==> src/rtl/gpio_pkg.sv <==
package gpio_pkg;

    localparam int ADDR_W = 8;

    localparam logic [ADDR_W-1:0] OFS_DATA = 8'hC0;
    localparam logic [ADDR_W-1:0] OFS_DIR  = 8'hC8;
    localparam logic [ADDR_W-1:0] OFS_PU   = 8'hD0;
    localparam logic [ADDR_W-1:0] OFS_OD   = 8'hD8;

    typedef enum logic [1:0] {
        RD_IDLE  = 2'd0,
        RD_LATCH = 2'd1,
        RD_PIN   = 2'd2
    } rd_state_e;

    typedef enum logic [2:0] {
        SEL_NONE = 3'd0,
        SEL_DATA = 3'd1,
        SEL_DIR  = 3'd2,
        SEL_PU   = 3'd3,
        SEL_OD   = 3'd4
    } reg_sel_e;

    function automatic reg_sel_e port_decode(input logic [ADDR_W-1:0] a,
                                             input logic [ADDR_W-1:0] idx);
        reg_sel_e s;
        s = SEL_NONE;
        if (a == OFS_DATA + idx) s = SEL_DATA;
        if (a == OFS_DIR  + idx) s = SEL_DIR;
        if (a == OFS_PU   + idx) s = SEL_PU;
        if (a == OFS_OD   + idx) s = SEL_OD;
        return s;
    endfunction

endpackage

==> src/rtl/gpio_sync.sv <==
module gpio_sync #(
    parameter int WIDTH  = 8,
    parameter int STAGES = 2
) (
    input  logic             clk,
    input  logic             rst_n,
    input  logic [WIDTH-1:0] async_i,
    output logic [WIDTH-1:0] sync_o
);
    logic [WIDTH-1:0] stage_q [STAGES];

    for (genvar s = 0; s < STAGES; s++) begin : g_stage
        if (s == 0) begin : g_first
            always_ff @(posedge clk or negedge rst_n) begin
                if (!rst_n) stage_q[s] <= '0;
                else        stage_q[s] <= async_i;
            end
        end else begin : g_next
            always_ff @(posedge clk or negedge rst_n) begin
                if (!rst_n) stage_q[s] <= '0;
                else        stage_q[s] <= stage_q[s-1];
            end
        end
    end

    assign sync_o = stage_q[STAGES-1];
endmodule

==> src/rtl/gpio_regs.sv <==
module gpio_regs
    import gpio_pkg::*;
#(
    parameter int WIDTH    = 8,
    parameter int PORT_IDX = 0
) (
    input  logic              clk,
    input  logic              rst_n,
    input  logic              wr_i,
    input  logic [ADDR_W-1:0] addr_i,
    input  logic [WIDTH-1:0]  wdata_i,
    output logic [WIDTH-1:0]  data_o,
    output logic [WIDTH-1:0]  dir_o,
    output logic [WIDTH-1:0]  pu_o,
    output logic [WIDTH-1:0]  od_o
);
    localparam logic [ADDR_W-1:0] IDX = ADDR_W'(PORT_IDX);

    reg_sel_e wsel;
    assign wsel = port_decode(addr_i, IDX);

    always_ff @(posedge clk or negedge rst_n) begin
        if (!rst_n) begin
            data_o <= '0;
            dir_o  <= '0;
            pu_o   <= '0;
            od_o   <= '0;
        end else if (wr_i) begin
            unique case (wsel)
                SEL_DATA: data_o <= wdata_i;
                SEL_DIR:  dir_o  <= wdata_i;
                SEL_PU:   pu_o   <= wdata_i;
                SEL_OD:   od_o   <= wdata_i;
                default:  ;
            endcase
        end
    end


    unmapped_wr_chk: assert property (@(posedge clk) disable iff (!rst_n)
        (wr_i && wsel == SEL_NONE) |=> $stable({data_o, dir_o, pu_o, od_o}));


    data_wr_chk: assert property (@(posedge clk) disable iff (!rst_n)
        (wr_i && addr_i == OFS_DATA + IDX) |=> (data_o == $past(wdata_i)));
endmodule

==> src/rtl/gpio_pad.sv <==
module gpio_pad #(
    parameter int WIDTH = 8
) (
    input  logic             clk,
    input  logic             rst_n,
    input  logic [WIDTH-1:0] data_i,
    input  logic [WIDTH-1:0] dir_i,
    input  logic [WIDTH-1:0] pu_i,
    input  logic [WIDTH-1:0] od_i,
    output logic [WIDTH-1:0] pad_out_o,
    output logic [WIDTH-1:0] pad_oe_o,
    output logic [WIDTH-1:0] pad_pu_o
);
    for (genvar b = 0; b < WIDTH; b++) begin : g_bit
        always_comb begin
            pad_out_o[b] = data_i[b] & ~od_i[b];
            if (!dir_i[b]) begin
                pad_oe_o[b] = 1'b0;
                pad_pu_o[b] = pu_i[b];
            end else if (od_i[b]) begin
                pad_oe_o[b] = ~data_i[b];
                pad_pu_o[b] = pu_i[b] & data_i[b];
            end else begin
                pad_oe_o[b] = 1'b1;
                pad_pu_o[b] = 1'b0;
            end
        end
    end


    input_no_drive_chk: assert property (@(posedge clk) disable iff (!rst_n)
        ((~dir_i & pad_oe_o) == '0));


    od_never_high_chk: assert property (@(posedge clk) disable iff (!rst_n)
        ((od_i & pad_oe_o & pad_out_o) == '0));


    pp_no_pull_chk: assert property (@(posedge clk) disable iff (!rst_n)
        ((dir_i & ~od_i & pad_pu_o) == '0));
endmodule

==> src/rtl/gpio_port.sv <==
module gpio_port
    import gpio_pkg::*;
#(
    parameter int WIDTH    = 8,
    parameter int PORT_IDX = 0,
    parameter int SYNC_STG = 2
) (
    input  logic             clk,
    input  logic             rst_n,
    input  logic [7:0]       bus_addr,
    input  logic             bus_wr,
    input  logic [WIDTH-1:0] bus_wdata,
    input  logic             bus_rd_reg,
    input  logic             bus_rd_pin,
    output logic [WIDTH-1:0] bus_rdata,
    output logic             bus_rvalid,
    input  logic [WIDTH-1:0] pin_in,
    output logic [WIDTH-1:0] pad_out,
    output logic [WIDTH-1:0] pad_oe,
    output logic [WIDTH-1:0] pad_pu
);
    localparam logic [ADDR_W-1:0] IDX = ADDR_W'(PORT_IDX);

    logic [WIDTH-1:0] data_q, dir_q, pu_q, od_q, pin_sync;
    rd_state_e        st_q, st_d;
    reg_sel_e         sel_q, sel_d;

    gpio_regs #(.WIDTH(WIDTH), .PORT_IDX(PORT_IDX)) u_regs (
        .clk    (clk),
        .rst_n  (rst_n),
        .wr_i   (bus_wr),
        .addr_i (bus_addr),
        .wdata_i(bus_wdata),
        .data_o (data_q),
        .dir_o  (dir_q),
        .pu_o   (pu_q),
        .od_o   (od_q)
    );

    gpio_sync #(.WIDTH(WIDTH), .STAGES(SYNC_STG)) u_sync (
        .clk    (clk),
        .rst_n  (rst_n),
        .async_i(pin_in),
        .sync_o (pin_sync)
    );

    gpio_pad #(.WIDTH(WIDTH)) u_pad (
        .clk      (clk),
        .rst_n    (rst_n),
        .data_i   (data_q),
        .dir_i    (dir_q),
        .pu_i     (pu_q),
        .od_i     (od_q),
        .pad_out_o(pad_out),
        .pad_oe_o (pad_oe),
        .pad_pu_o (pad_pu)
    );

    always_comb begin
        sel_d = port_decode(bus_addr, IDX);
        if (bus_rd_pin)      st_d = RD_PIN;
        else if (bus_rd_reg) st_d = RD_LATCH;
        else                 st_d = RD_IDLE;
    end

    always_ff @(posedge clk or negedge rst_n) begin
        if (!rst_n) begin
            st_q  <= RD_IDLE;
            sel_q <= SEL_NONE;
        end else begin
            st_q  <= st_d;
            sel_q <= sel_d;
        end
    end

    function automatic logic [WIDTH-1:0] reg_view(input reg_sel_e s);
        unique case (s)
            SEL_DATA: return data_q;
            SEL_DIR:  return dir_q;
            SEL_PU:   return pu_q;
            SEL_OD:   return od_q;
            default:  return '0;
        endcase
    endfunction

    always_comb begin
        bus_rvalid = 1'b0;
        bus_rdata  = '0;
        unique case (st_q)
            RD_IDLE: ;
            RD_LATCH: begin
                bus_rvalid = 1'b1;
                bus_rdata  = reg_view(sel_q);
            end
            RD_PIN: begin
                bus_rvalid = 1'b1;
                bus_rdata  = (sel_q == SEL_DATA) ? pin_sync : reg_view(sel_q);
            end
            default: ;
        endcase
    end


    rvalid_origin_chk: assert property (@(posedge clk) disable iff (!rst_n)
        bus_rvalid |-> $past(bus_rd_reg || bus_rd_pin));


    idle_zero_chk: assert property (@(posedge clk) disable iff (!rst_n)
        !bus_rvalid |-> (bus_rdata == '0));


    pin_priority_chk: assert property (@(posedge clk) disable iff (!rst_n)
        (bus_rd_pin && bus_rd_reg) |=> (st_q == RD_PIN));


    unmapped_read_chk: assert property (@(posedge clk) disable iff (!rst_n)
        ((bus_rd_reg || bus_rd_pin) && port_decode(bus_addr, IDX) == SEL_NONE)
        |=> (bus_rvalid && bus_rdata == '0));
endmodule

==> config.mk <==
export PLATFORM = sky130hd
export DESIGN_NAME = gpio_port
export DESIGN_NICKNAME = d
export VERILOG_FILES = /design/src/rtl/gpio_pkg.sv /design/src/rtl/gpio_sync.sv /design/src/rtl/gpio_regs.sv /design/src/rtl/gpio_pad.sv /design/src/rtl/gpio_port.sv
export SDC_FILE = /design/constraint.sdc
export NUM_CORES = 1
export LEC_CHECK = 0
export BUFFER_PORTS_ARGS = -buffer_cell sky130_fd_sc_hd__buf_2
export CELL_PAD_IN_SITES_DETAIL_PLACEMENT = 1
export CELL_PAD_IN_SITES_GLOBAL_PLACEMENT = 2
export CORE_MARGIN = 2
export CORE_UTILIZATION = 37
export CTS_CLUSTER_DIAMETER = 30
export DETAILED_ROUTE_END_ITERATION = 12
export MAX_ROUTING_LAYER = met4
export PLACE_DENSITY = 0.93
export RECOVER_POWER = 50
export SLEW_MARGIN = 10
export SYNTH_ARGS = -nofsm -noshare
export SYNTH_HDL_FRONTEND = slang
export SYNTH_SLANG_ARGS = --single-unit
==> constraint.sdc <==
create_clock -name clk -period 5.7 [get_ports clk]
set_input_delay 0.855 -clock clk [delete_from_list [all_inputs] [get_ports clk]]
set_output_delay 0.855 -clock clk [all_outputs]
set_load 0.01 [all_outputs]
==> run summary <==
### STA
* -86.6% — worst slew margin relative to its limit
* false — RSZ-0062 raised after global routing
* 2.29 ns — final worst slack
* 0 — number of endpoints with negative hold slack in the final report
* 0.356 ns — hold slack
* 54 — final count of pins violating max slew
* 3.41 ns — Min Clock Period, post-route
* 0.00616 ns — clock skew
* 2.80 ns — measured slew at the worst slew-check pin
* 293 MHz — maximum achievable frequency
* 59.9% — Period Utilization, post-route
* 0 ns — TNS Setup
* 0 — Finish-stage setup viols

### Global route
* 9210 µm — global-route wire length before repair
* 54 — largest net degree at the start of global routing
* 0 — initial antenna violation count
* 1762 — number of global-route vias before repair
* 17.1% — total global-route track usage
* 0 — remaining global-route overflow

### Placement
* 4040 µm — Final HPWL DP
* 2.62 ns — pre-CTS setup slack
* 61 — IO Port Bufs
* 0.748 — Routability Congestion

### Min path
* flop to flop — class of the tightest hold or removal check
* u_sync.stage_q[9]$_DFF_PN0_ — worst hold path startpoint
* u_sync.sync_o[1]$_DFF_PN0_ — worst-case hold path end point
* 0 — Worst Hold Path Cells

### Clock tree
* 0.31 ns — clock insertion delay at the later pin of the skew report
* 0 — setup fix buffers added after clock tree synthesis
* 2 — level count of the clock H-tree
* 0 — post-cts repair resize count
* yes — clock tree from TritonCTS
* 0.08 ns — clock-pin slew reported for the worst setup and hold paths after clock tree synthesis
* 0 — hold-fix buffers at CTS
* 53 — sink count of the clock tree
* sky130_fd_sc_hd__clkbuf_8 — root buffer cell
* 2 — maximum clock path buffer count
* 5 — total clock buffers created by CTS

### Setup path
* 4.88 ns — flop2flop setup slack
* 4.85 ns — endpoint required time on the critical path
* flop to primary output — critical path class
* 2.56 ns — Worst Path Arrival
* primary output — Worst Setup End Kind
* 10 — maximum net fanout on the critical path
* compound AO/OA/AOI/OAI gates — cell family contributing the most delay on the critical path
* u_regs.data_o[7]$_DFFE_PN0P_ — R2R Path End
* 1 — cell depth of the worst flop-to-flop path
* u_regs.data_o[7]$_DFFE_PN0P_ — Crit Reg-Reg Startpoint
* 0.62 ns — highest cell delay on the worst timing path
* sky130_fd_sc_hd__a21oi_1 — Max stage delay cell, worst path
* or3b_2 > a21oi_1 > o22ai_1 > buf_2 — CP Cell Sequence
* 4 — Worst path depth
* 1 — WP buf/inv
* flop — CP Launch Type

### Drt
* 1667 — vias post-DR
* 4 — 1st-pass router iterations
* 5630 µm — detailed-route wire length
* met4 — uppermost routed layer
* 107 — drt first-iter violations
* 2560 µm — DRT met1 WL
* 0 — Residual DRC
* 0 — antenna violation net count after detailed routing
* 17.8 µm — routed length per placed instance
* 5.28 — ratio of routed vias to standard cells
* 219 µm — length of routed met3 wiring
* 2760 µm — DR WL met2

### Synth
* 55.5% — post-synthesis sequential area ratio
* 13.6 µm² — average cell area after synthesis
* 207 — synthesized net count
* 0 — count of warnings emitted by yosys
* 27 — Netlist cell types
* sky130_fd_sc_hd__dfrtp_1 (56%), sky130_fd_sc_hd__mux2_2 (15%), sky130_fd_sc_hd__nor2b_1 (5.2%), sky130_fd_sc_hd__mux2_4 (5.0%), sky130_fd_sc_hd__a32oi_1 (2.9%) — Area contributors post-synth
* 55.5% — share of Yosys cell area claimed by the top area cell type
* sky130_fd_sc_hd__dfrtp_1 — cell type with the highest aggregate area in the netlist
* 2390 µm² — synthesized area
* 176 — Synth Instances
* 53 — flops & latches, synth

### Run status
* capacitance limit, slew limit — violations in the final reports
* finished with violations — run status

### Floorplan
* 62 — IO Count
* 37.8% — Initial Utilization
* 7110 µm² — Die Outline Area
* 84.3 µm — chip width
* 29 — number of cell rows
* 6310 µm² — core footprint
* 84.3 µm — die height

### Finish
* 45.0% — utilization after layout
* 0 — Antenna diodes
* 48.1% — fraction of layout instances using a drive strength above 1
* 705 — Fill cells
* 19.1% — area grow syn2layout
* 269 — Nets

### Run
* 1 — Maximum Capacitance Violations

### Pwr
* 0.000128 V — maximum ir drop on the vdd rail
* 0.00145 µW — total leakage power
* 239 nW/µm² — total power density per cell area

## per-stage QoR
stage | cells | power [µW] | area (µm²)
global route | 316 | 712 | 2840
global placement | 308 | 480 | 2770
floorplan | 176 | 445 | 2390
detailed placement | 308 | 484 | 2770
CTS | 316 | 691 | 2850
finish | 316 | 680 | 2840
## Yosys cell counts
library cell	n
sky130_fd_sc_hd__o22ai_1	8
sky130_fd_sc_hd__a32oi_1	8
sky130_fd_sc_hd__or2_2	1
sky130_fd_sc_hd__buf_2	1
sky130_fd_sc_hd__nand3_1	1
sky130_fd_sc_hd__a21oi_1	1
sky130_fd_sc_hd__nor4b_4	1
sky130_fd_sc_hd__inv_1	4
sky130_fd_sc_hd__or4_1	1
sky130_fd_sc_hd__nor2_1	4
sky130_fd_sc_hd__or3b_2	1
sky130_fd_sc_hd__ha_1	2
sky130_fd_sc_hd__nor4_4	1
sky130_fd_sc_hd__a22oi_1	8
sky130_fd_sc_hd__nor2b_1	20
sky130_fd_sc_hd__nor3_2	1
sky130_fd_sc_hd__xnor2_1	1
sky130_fd_sc_hd__buf_1	3
sky130_fd_sc_hd__buf_6	1
sky130_fd_sc_hd__buf_4	1
sky130_fd_sc_hd__nand2_1	2
sky130_fd_sc_hd__clkbuf_1	3
sky130_fd_sc_hd__mux2_2	32
sky130_fd_sc_hd__a21boi_0	8
sky130_fd_sc_hd__mux2_4	8
sky130_fd_sc_hd__or4_4	1
sky130_fd_sc_hd__dfrtp_1	53
## area by class of cell
type / instances / area (µm²) / area share (%)
sequential: 53 / 1330 / 46.6
multi-input combinational: 110 / 1000 / 35.2
clock inverter: 2 / 10.0 / 0.352
inverter: 4 / 15.0 / 0.528
timing repair buffer: 64 / 323 / 11.4
clock buffer: 6 / 72.6 / 2.55
tap: 77 / 96.3 / 3.39
## how the worst max path moves through the flow
stage               slack, ns                         end                from
finish                   2.29                bus_rdata[7]  sel_q[0]$_DFF_PN0_
global route             1.99  u_sync.sync_o[3]$_DFF_PN0_               rst_n
CTS                      2.28                bus_rdata[7]  sel_q[0]$_DFF_PN0_
detailed placement       2.62                bus_rdata[7]  sel_q[0]$_DFF_PN0_
global placement         2.68                bus_rdata[7]  sel_q[0]$_DFF_PN0_
floorplan                3.13                bus_rdata[0]  sel_q[2]$_DFF_PN0_
## logic make-up after synthesis
kind of cell	synth area share, %
buf+inv	2.57
simple gates	10.1
flops	55.5
fa+ha+maj	1.05
mux	20.1
compound gates	10.3
xor+xnor	0.367
## state kept, by name (all words and copies together) (netlist names)
register	flops
u_regs.data_o	8
u_regs.dir_o	8
u_regs.od_o	8
u_regs.pu_o	8
u_sync.stage_q	8
u_sync.sync_o	8
sel_q	3
st_q	2
## cells in the final DEF (no fill, tap or decap)
master	Yosys	layout
sky130_fd_sc_hd__ha_1	2	2
sky130_fd_sc_hd__nand2_1	2	2
sky130_fd_sc_hd__or4_4	1	1
sky130_fd_sc_hd__a21oi_1	1	1
sky130_fd_sc_hd__nor2b_1	20	20
sky130_fd_sc_hd__or2_2	1	1
sky130_fd_sc_hd__a32oi_1	8	8
sky130_fd_sc_hd__buf_2	1	60
sky130_fd_sc_hd__inv_1	4	4
sky130_fd_sc_hd__a21boi_0	8	8
sky130_fd_sc_hd__nor4_4	1	1
sky130_fd_sc_hd__buf_4	1	2
sky130_fd_sc_hd__clkbuf_8	0	5
sky130_fd_sc_hd__nor3_2	1	1
sky130_fd_sc_hd__mux2_4	8	8
sky130_fd_sc_hd__xnor2_1	1	1
sky130_fd_sc_hd__o22ai_1	8	8
sky130_fd_sc_hd__or4_1	1	1
sky130_fd_sc_hd__clkbuf_1	3	3
sky130_fd_sc_hd__clkinv_2	0	2
sky130_fd_sc_hd__nand3_1	1	1
sky130_fd_sc_hd__mux2_2	32	32
sky130_fd_sc_hd__dfrtp_1	53	53
sky130_fd_sc_hd__nor4b_4	1	1
sky130_fd_sc_hd__a22oi_1	8	8
sky130_fd_sc_hd__nor2_1	4	4
sky130_fd_sc_hd__or3b_2	1	1
## per-layer routing
| metal | global-route usage [%] | vias to the layer above |
|---|---|---|
| met1 | 23.4 | 848 |
| met3 | 2.46 | 7 |
| met2 | 26.6 | 44 |
| li1 | - | 768 |
| met5 | - | - |
| met4 | 5.63 | 0 |
## where the power goes
| group | switching (µW) | total [µW] | internal, µW | leakage, µW |
|---|---|---|---|---|
| logic | 35.9 | 69.4 | 33.5 | 0.000707 |
| registers | 13.1 | 406 | 393 | 0.000694 |
| clock network | 119 | 205 | 85.4 | 0.0000450 |
No activity file was read; power rests on OpenSTA's default activity.
